`config.mk`:
```
export PLATFORM = sky130hd
export DESIGN_NAME = ilv_line_fetch
export DESIGN_NICKNAME = d
export VERILOG_FILES = /design/src/rtl/ilv_pkg.sv /design/src/rtl/ilv_seq.sv /design/src/rtl/ilv_bank.sv /design/src/rtl/ilv_rsp.sv /design/src/rtl/ilv_line_fetch.sv
export SDC_FILE = /design/constraint.sdc
export NUM_CORES = 2
export LEC_CHECK = 0
export CORE_MARGIN = 5
export CORE_UTILIZATION = 40
export DETAILED_ROUTE_END_ITERATION = 12
export SETUP_SLACK_MARGIN = 0.4
export SLEW_MARGIN = 20
export SYNTH_ARGS = -nofsm -noshare
export SYNTH_HDL_FRONTEND = slang
export SYNTH_SLANG_ARGS = --single-unit
```
`constraint.sdc`:
```
create_clock -name clk -period 5 [get_ports clk]
set_input_delay 1 -clock clk [delete_from_list [all_inputs] [get_ports clk]]
set_output_delay 1 -clock clk [all_outputs]
set_load 0.01 [all_outputs]
```
`src/rtl/ilv_pkg.sv`:
```
package ilv_pkg;

  typedef enum logic [1:0] {
    PH_IDLE   = 2'd0,
    PH_ADDR   = 2'd1,
    PH_ACCESS = 2'd2,
    PH_XFER   = 2'd3
  } phase_e;

  // Bank that owns a word address.
  function automatic int bank_of(input int word_addr, input int nbanks);
    return word_addr % nbanks;
  endfunction

  // Row inside the owning bank.
  function automatic int row_of(input int word_addr, input int nbanks);
    return word_addr / nbanks;
  endfunction

  // Cycle (counted from acceptance) in which word k is presented.
  function automatic int beat_cycle(input int k, input bit indep,
                                    input int a_cyc, input int m_cyc,
                                    input int x_cyc);
    if (indep) return a_cyc + m_cyc + x_cyc;
    return a_cyc + m_cyc + (k + 1) * x_cyc;
  endfunction

endpackage

```
`src/rtl/ilv_seq.sv`:
```
module ilv_seq
  import ilv_pkg::*;
#(
  parameter int NUM_BANKS = 4,
  parameter int ADDR_CYC  = 4,
  parameter int ACC_CYC   = 24,
  parameter int XFER_CYC  = 4
) (
  input  logic                         clk,
  input  logic                         rst_n,
  input  logic                         req_valid,
  input  logic                         req_indep,
  output logic                         req_ready,
  output logic                         accept,
  output logic                         capture,
  output logic                         beat,
  output logic                         beat_last,
  output logic [$clog2(NUM_BANKS)-1:0] word_idx,
  output logic                         indep_q,
  output logic                         busy
);
  localparam int IDX_W  = $clog2(NUM_BANKS);
  localparam int MAX_AM = (ADDR_CYC > ACC_CYC) ? ADDR_CYC : ACC_CYC;
  localparam int MAX_C  = (MAX_AM > XFER_CYC) ? MAX_AM : XFER_CYC;
  localparam int CNT_W  = $clog2(MAX_C + 1);
  localparam logic [IDX_W-1:0] LAST_WORD = IDX_W'(NUM_BANKS - 1);

  phase_e           phase_q, phase_d;
  logic [CNT_W-1:0] cnt_q, cnt_d;
  logic [IDX_W-1:0] word_q, word_d;
  logic             indep_d;

  assign req_ready = (phase_q == PH_IDLE);
  assign busy      = !req_ready;
  assign accept    = req_valid && req_ready;
  assign capture   = (phase_q == PH_ACCESS) && (cnt_q == '0);
  assign beat      = (phase_q == PH_XFER) && (cnt_q == '0);
  assign beat_last = beat && (indep_q || (word_q == LAST_WORD));
  assign word_idx  = word_q;

  always_comb begin
    phase_d = phase_q;
    cnt_d   = cnt_q;
    word_d  = word_q;
    indep_d = indep_q;
    unique case (phase_q)
      PH_IDLE: begin
        if (accept) begin
          phase_d = PH_ADDR;
          cnt_d   = CNT_W'(ADDR_CYC - 1);
          word_d  = '0;
          indep_d = req_indep;
        end
      end
      PH_ADDR: begin
        if (cnt_q == '0) begin
          phase_d = PH_ACCESS;
          cnt_d   = CNT_W'(ACC_CYC - 1);
        end else begin
          cnt_d = cnt_q - 1'b1;
        end
      end
      PH_ACCESS: begin
        if (cnt_q == '0) begin
          phase_d = PH_XFER;
          cnt_d   = CNT_W'(XFER_CYC - 1);
          word_d  = '0;
        end else begin
          cnt_d = cnt_q - 1'b1;
        end
      end
      PH_XFER: begin
        if (cnt_q == '0) begin
          if (beat_last) begin
            phase_d = PH_IDLE;
          end else begin
            word_d = word_q + 1'b1;
            cnt_d  = CNT_W'(XFER_CYC - 1);
          end
        end else begin
          cnt_d = cnt_q - 1'b1;
        end
      end
      default: phase_d = PH_IDLE;
    endcase
  end

  always_ff @(posedge clk) begin
    if (!rst_n) begin
      phase_q <= PH_IDLE;
      cnt_q   <= '0;
      word_q  <= '0;
      indep_q <= 1'b0;
    end else begin
      phase_q <= phase_d;
      cnt_q   <= cnt_d;
      word_q  <= word_d;
      indep_q <= indep_d;
    end
  end

  AST_ACCEPT_LOCKS: assert property (@(posedge clk) disable iff (!rst_n)
    accept |=> (phase_q == PH_ADDR) && !req_ready);
  AST_CAPTURE_THEN_SLOT0: assert property (@(posedge clk) disable iff (!rst_n)
    capture |=> (phase_q == PH_XFER) && (word_q == '0));
  AST_MODE_HELD: assert property (@(posedge clk) disable iff (!rst_n)
    (busy && $past(busy)) |-> $stable(indep_q));
  AST_LAST_FREES: assert property (@(posedge clk) disable iff (!rst_n)
    beat_last |=> req_ready);

endmodule

```
`src/rtl/ilv_bank.sv`:
```
module ilv_bank
  import ilv_pkg::*;
#(
  parameter int BANK_ID   = 0,
  parameter int NUM_BANKS = 4,
  parameter int LINE_W    = 5,
  parameter int DATA_W    = 32
) (
  input  logic                                 clk,
  input  logic                                 rst_n,
  input  logic                                 wr_en,
  input  logic [LINE_W+$clog2(NUM_BANKS)-1:0]  wr_addr,
  input  logic [DATA_W-1:0]                    wr_data,
  input  logic [LINE_W-1:0]                    rd_row,
  input  logic                                 capture,
  output logic [DATA_W-1:0]                    data_q
);
  localparam int ROWS = 1 << LINE_W;

  logic [DATA_W-1:0] mem [ROWS];
  logic              wr_hit;
  logic [LINE_W-1:0] wr_row;

  assign wr_hit = wr_en && (bank_of(int'(wr_addr), NUM_BANKS) == BANK_ID);
  assign wr_row = LINE_W'(row_of(int'(wr_addr), NUM_BANKS));

  always_ff @(posedge clk) begin
    if (wr_hit) mem[wr_row] <= wr_data;
  end

  // Word leaves the bank at the end of the access window.
  always_ff @(posedge clk) begin
    if (!rst_n)       data_q <= '0;
    else if (capture) data_q <= mem[rd_row];
  end

endmodule

```
`src/rtl/ilv_rsp.sv`:
```
module ilv_rsp #(
  parameter int NUM_BANKS = 4,
  parameter int DATA_W    = 32
) (
  input  logic                         beat,
  input  logic                         beat_last,
  input  logic                         indep_q,
  input  logic [$clog2(NUM_BANKS)-1:0] word_idx,
  input  logic [NUM_BANKS*DATA_W-1:0]  lane_data,
  output logic                         rsp_valid,
  output logic [NUM_BANKS-1:0]         rsp_mask,
  output logic [$clog2(NUM_BANKS)-1:0] rsp_idx,
  output logic [NUM_BANKS*DATA_W-1:0]  rsp_data,
  output logic                         rsp_last
);
  localparam int IDX_W = $clog2(NUM_BANKS);

  for (genvar k = 0; k < NUM_BANKS; k++) begin : g_lane
    assign rsp_mask[k] = beat && (indep_q || (word_idx == IDX_W'(k)));
    assign rsp_data[k*DATA_W +: DATA_W] =
      rsp_mask[k] ? lane_data[k*DATA_W +: DATA_W] : '0;
  end

  assign rsp_valid = beat;
  assign rsp_idx   = indep_q ? '0 : word_idx;
  assign rsp_last  = beat_last;

endmodule

```
`src/rtl/ilv_line_fetch.sv`:
```
module ilv_line_fetch
  import ilv_pkg::*;
#(
  parameter int NUM_BANKS = 4,
  parameter int LINE_W    = 5,
  parameter int DATA_W    = 32,
  parameter int ADDR_CYC  = 4,
  parameter int ACC_CYC   = 24,
  parameter int XFER_CYC  = 4
) (
  input  logic                                clk,
  input  logic                                rst_n,
  input  logic                                req_valid,
  output logic                                req_ready,
  input  logic [LINE_W-1:0]                   req_line,
  input  logic                                req_indep,
  input  logic                                wr_en,
  input  logic [LINE_W+$clog2(NUM_BANKS)-1:0] wr_addr,
  input  logic [DATA_W-1:0]                   wr_data,
  output logic                                rsp_valid,
  output logic [NUM_BANKS-1:0]                rsp_mask,
  output logic [$clog2(NUM_BANKS)-1:0]        rsp_idx,
  output logic [NUM_BANKS*DATA_W-1:0]         rsp_data,
  output logic                                rsp_last
);
  localparam int IDX_W     = $clog2(NUM_BANKS);
  localparam int T_FIRST   = beat_cycle(0, 1'b0, ADDR_CYC, ACC_CYC, XFER_CYC);
  localparam int T_LAST_SH = beat_cycle(NUM_BANKS - 1, 1'b0, ADDR_CYC, ACC_CYC, XFER_CYC);
  localparam int LAT_W     = $clog2(T_LAST_SH + 2);

  logic                        accept, capture, beat, beat_last, indep_q, busy;
  logic [IDX_W-1:0]            word_idx;
  logic [LINE_W-1:0]           line_q;
  logic [NUM_BANKS*DATA_W-1:0] lane_data;
  logic [LAT_W-1:0]            lat_cnt;

  ilv_seq #(
    .NUM_BANKS(NUM_BANKS), .ADDR_CYC(ADDR_CYC),
    .ACC_CYC(ACC_CYC), .XFER_CYC(XFER_CYC)
  ) u_seq (
    .clk(clk), .rst_n(rst_n), .req_valid(req_valid), .req_indep(req_indep),
    .req_ready(req_ready), .accept(accept), .capture(capture), .beat(beat),
    .beat_last(beat_last), .word_idx(word_idx), .indep_q(indep_q), .busy(busy)
  );

  // Line address is broadcast to every bank once, at acceptance.
  always_ff @(posedge clk) begin
    if (!rst_n)      line_q <= '0;
    else if (accept) line_q <= req_line;
  end

  for (genvar b = 0; b < NUM_BANKS; b++) begin : g_bank
    ilv_bank #(
      .BANK_ID(b), .NUM_BANKS(NUM_BANKS), .LINE_W(LINE_W), .DATA_W(DATA_W)
    ) u_bank (
      .clk(clk), .rst_n(rst_n), .wr_en(wr_en), .wr_addr(wr_addr),
      .wr_data(wr_data), .rd_row(line_q), .capture(capture),
      .data_q(lane_data[b*DATA_W +: DATA_W])
    );
  end

  ilv_rsp #(.NUM_BANKS(NUM_BANKS), .DATA_W(DATA_W)) u_rsp (
    .beat(beat), .beat_last(beat_last), .indep_q(indep_q), .word_idx(word_idx),
    .lane_data(lane_data), .rsp_valid(rsp_valid), .rsp_mask(rsp_mask),
    .rsp_idx(rsp_idx), .rsp_data(rsp_data), .rsp_last(rsp_last)
  );

  // Cycles since acceptance, kept only to time-check the beats.
  always_ff @(posedge clk) begin
    if (!rst_n)      lat_cnt <= '0;
    else if (accept) lat_cnt <= LAT_W'(1);
    else if (busy)   lat_cnt <= lat_cnt + 1'b1;
    else             lat_cnt <= '0;
  end

  AST_SHARED_ONE_LANE: assert property (@(posedge clk) disable iff (!rst_n)
    (rsp_valid && !indep_q) |-> ($countones(rsp_mask) == 1));
  AST_INDEP_WHOLE_LINE: assert property (@(posedge clk) disable iff (!rst_n)
    (rsp_valid && indep_q) |-> ((&rsp_mask) && rsp_last));
  AST_LAST_HAS_VALID: assert property (@(posedge clk) disable iff (!rst_n)
    rsp_last |-> rsp_valid);
  AST_FIRST_BEAT_TIME: assert property (@(posedge clk) disable iff (!rst_n)
    (rsp_valid && (rsp_idx == '0)) |-> (lat_cnt == LAT_W'(T_FIRST)));
  AST_LAST_BEAT_TIME: assert property (@(posedge clk) disable iff (!rst_n)
    (rsp_last && !indep_q) |-> (lat_cnt == LAT_W'(T_LAST_SH)));
  AST_NO_IDLE_BEAT: assert property (@(posedge clk) disable iff (!rst_n)
    req_ready |-> !rsp_valid);

endmodule

```
==> run_results.csv <==
group,metric,value,unit
outcome,status,"complete, no violations",
synthesis,yosys_most_used_dff,"edfxtp_1",
synthesis,synth_top_area_cell,"edfxtp_1",
die,die_area,420000,sq um
sta,finalCriticalPeriod,4510,ps
finish,final_cells,14914,
synthesis,yosysUniqueCellTypes,49,
synthesis,ys_ff_latch,4239,
synthesis,synthArstFlopShare,0,
synthesis,synth.area.top_cells,"edfxtp_1 (75%), mux2i_1 (9.4%), mux4_2 (3.5%)",
global_routing,grt_first_pass_wirelength,671000,microns
clock_network,path_clk_slew,60,ps
global_routing,gr-total-overflow,0,
setup_path,worstPathArrival,3510,ps
clock_network,cts_buffers,428,
sta,rsz0062_at_grt,"true",
die,ios,186,
setup_path,cp-end-kind,"output pin",
global_routing,antenna_found_initial,50,
worst_hold_path,hold_path.class,"primary input to flip-flop",
drt,first_pass_iters,6,
sta,fmax,222,MHz
global_routing,grt_pass1_vias,84878,
finish,nFillCells,33943,
die,initial_core_util,0.401,
setup_path,startpoint_type,"flip-flop",
synthesis,seq_area_frac_synth,0.772,
die,rows,234,
sta,slew_violations,0,
setup_path,reg2reg_slack,1230,ps
synthesis,syn_area,163000,sq um
setup_path,worstPathMaxFanout,5,
synthesis,syn-num-nets,8726,
die,core_area,406000,sq um
die,die_w,648,microns
drt,drt_drc_violations_left,0,
placed_design,gp_congestion,0.845,
clock_network,ctsRootBufferMaster,"clkbuf_16",
pwr,leakagePower,57.0,nW
setup_path,required,4000,ps
flow_run,maxCapViolations,0,
synthesis,yosysTopAreaCellShare,0.755,
synthesis,yosys_warnings,0,
clock_network,cts.htree.levels,5,
drt,ant_nets,0,
pwr,finalPower,0.0820,W
placed_design,io_buffers,185,
clock_network,ctsHoldBuffers,0,
drt,wirelength,486000,microns
sta,finalCritPeriodShare,0.902,
worst_hold_path,min_from,"wr_data[2]",
synthesis,synth_area_per_cell,18.8,sq um
finish,drive_above_1_share,0.152,
drt,route.vias.total,87747,
pwr,vdd.ir_drop.worst,327,uV
setup_path,worstRegToRegCells,8,
clock_network,clock-sinks,4239,
sta,setup_tns,0,ps
setup_path,reg2reg_from,"line_q[1]",
worst_hold_path,holdPathStages,1,
global_routing,grt_max_degree,129,
drt,drt_iter0_drc,12114,
setup_path,r2r_end,"g_bank[0].u_bank.data_q[2]",
sta,slew_headroom,0.192,
finish,syn_to_final_growth,15.1,%
placed_design,place_inst,14060,
synthesis,synth_edf_count,4096,
clock_network,cts_tree,"built",
worst_hold_path,min_to,"g_bank[3].u_bank.mem[18][2]",
drt,viasPerCell,5.88,
sta,finalSetupViolCount,0,
clock_network,cts.path.max_buffers,4,
die,dieHeight,648,microns
placed_design,dp_hpwl,285000,microns
drt,wl_per_cell,32.6,microns
sta,hold_violations,0,
setup_path,crit_type,"flip-flop to output pin",
global_routing,grt_use_total,0.224,
pwr,power_density,437,nW/um^2
clock_network,clk_latency,990,ps
synthesis,syn-instance-count,8667,
sta,tightest_slew,1210,ps
finish,nNetsFinal,9140,
sta,skew,59.1,ps
## worst max-delay path: stages (launching register included)
cell and delay (ps):
dfxtp_1 340, inv_1 110, ha_4 180, nor4b_4 210, buf_6 170, buf_6 160, and3_4 240, buf_12 190
buf_16 190, and2_1 170, clkdlybuf4s50_1 540
## cells in the mapped netlist (2+ instances only)
master	number
nor2_1	144
mux4_2	256
nor2b_1	7
mux2i_1	1537
o221a_2	7
inv_1	7
nand2b_1	3
a21boi_0	8
clkbuf_1	221
nand2_1	49
nand3_1	80
nor3b_1	4
ha_1	10
dfxtp_1	143
edfxtp_1	4096
a21oi_1	133
and3b_1	2
nor3_1	224
o221a_1	50
buf_4	105
nand3b_1	2
o211ai_1	73
o22a_1	73
a31oi_1	2
o21ai_0	77
and3_1	2
or3_1	147
buf_1	45
a221oi_1	73
nand4_1	2
and2_1	131
or2_2	2
a22o_1	73
a22oi_1	111
clkbuf_4	12
o22ai_1	567
buf_2	151
buf_6	27
## power breakdown
part,internal (W),leakage [nW],switching [W],total [W]
registers,0.0393,38.0,0.000830,0.0402
logic,0.00354,12.2,0.00664,0.0102
clock network,0.0183,6.81,0.0134,0.0317
## area by class of cell
cell class                 count  area [sq um]  share of cell area
sequential                  4239        126000               0.671
multi-input combinational   3863         35300               0.188
clock buffer                 571         11700              0.0626
tap                         5428          6790              0.0362
timing repair buffer         542          5490              0.0293
clock inverter               215          2230              0.0119
antenna                       49           123            0.000654
inverter                       7          26.3            0.000140
## cell usage in the layout (no fill, tap or decap), types with 34 or more instances in the layout
cell / instances
mux2i_1: 1537
o211ai_1: 73
clkinv_1: 70
bufinv_16: 34
clkbuf_1: 101
o22a_1: 73
buf_4: 315
a221oi_1: 73
diode_2: 49
nand3_1: 79
nor2_4: 133
and2_1: 128
clkdlybuf4s50_1: 127
a21oi_1: 133
or3_1: 147
dfxtp_1: 138
edfxtp_1: 4096
buf_12: 72
o221a_1: 50
a22oi_1: 111
o22ai_1: 567
nand2_1: 45
clkbuf_16: 438
a22o_1: 73
clkbuf_8: 35
nor3_1: 224
mux4_2: 256
o21ai_0: 77
clkinv_2: 71
## through the flow
step	hold slack [ps]	area [sq um]	utilization	setup slack, ps
final	254	188000	0.462	488
after global routing	200	188000	0.462	334
after CTS	169	187000	0.461	329
after detailed placement	521	173000	0.426	694
after global placement	483	173000	0.426	830
after floorplan	466	163000	-	1420
## registers in the layout, indices dropped and copies added, names as in the netlist
| signal | flops |
|---|---|
| g_bank.u_bank.data_q | 128 |
| u_seq.phase_q | 2 |
| g_bank.u_bank.mem | 4096 |
| line_q | 5 |
| u_seq.indep_q | 1 |
| u_seq.cnt_q | 5 |
| u_seq.word_idx | 2 |
## repair_timing
action / in CTS / in global routing
setup endpoints to repair: 133 / 81
setup buffers: 4 / 7
pin swaps: 3 / 1
resized for setup: 10 / 31
cloned: 3 / 4
## kinds of logic (layout without fill, tap and decap cells)
group	Yosys count	after routing	synth area share
AOI/OAI and AO/OA	1251	1251	0.0531
adders and majority gates	10	10	0.000768
buffers and inverters	568	1335	0.0182
DFF	4239	4239	0.772
muxes	1793	1793	0.130
other	0	49	0
and+or+nand+nor	806	809	0.0260
## worst max path at each step
stage | start | end | slack [ps] | cells past startpoint
after floorplan | wr_addr[0] | g_bank[0].u_bank.mem[10][0] | 1420 | 4
after global placement | u_seq.cnt_q[0] | rsp_data[28] | 830 | 8
after detailed placement | u_seq.cnt_q[0] | rsp_data[77] | 690 | 7
after CTS | u_seq.cnt_q[0] | rsp_data[104] | 330 | 9
after global routing | u_seq.cnt_q[0] | rsp_data[104] | 330 | 10
final | u_seq.cnt_q[0] | rsp_data[104] | 490 | 10
## metal layers
metal	share of wire	routed length, microns	up-vias	global-route usage
li1	-	-	36308	-
met3	0.091	44200	680	0.0350
met4	0.034	16300	12	0.0697
met5	0.00018	87	-	0
met1	0.41	201000	46251	0.325
met2	0.46	225000	4496	0.350
(Power assumes the default switching activity.)
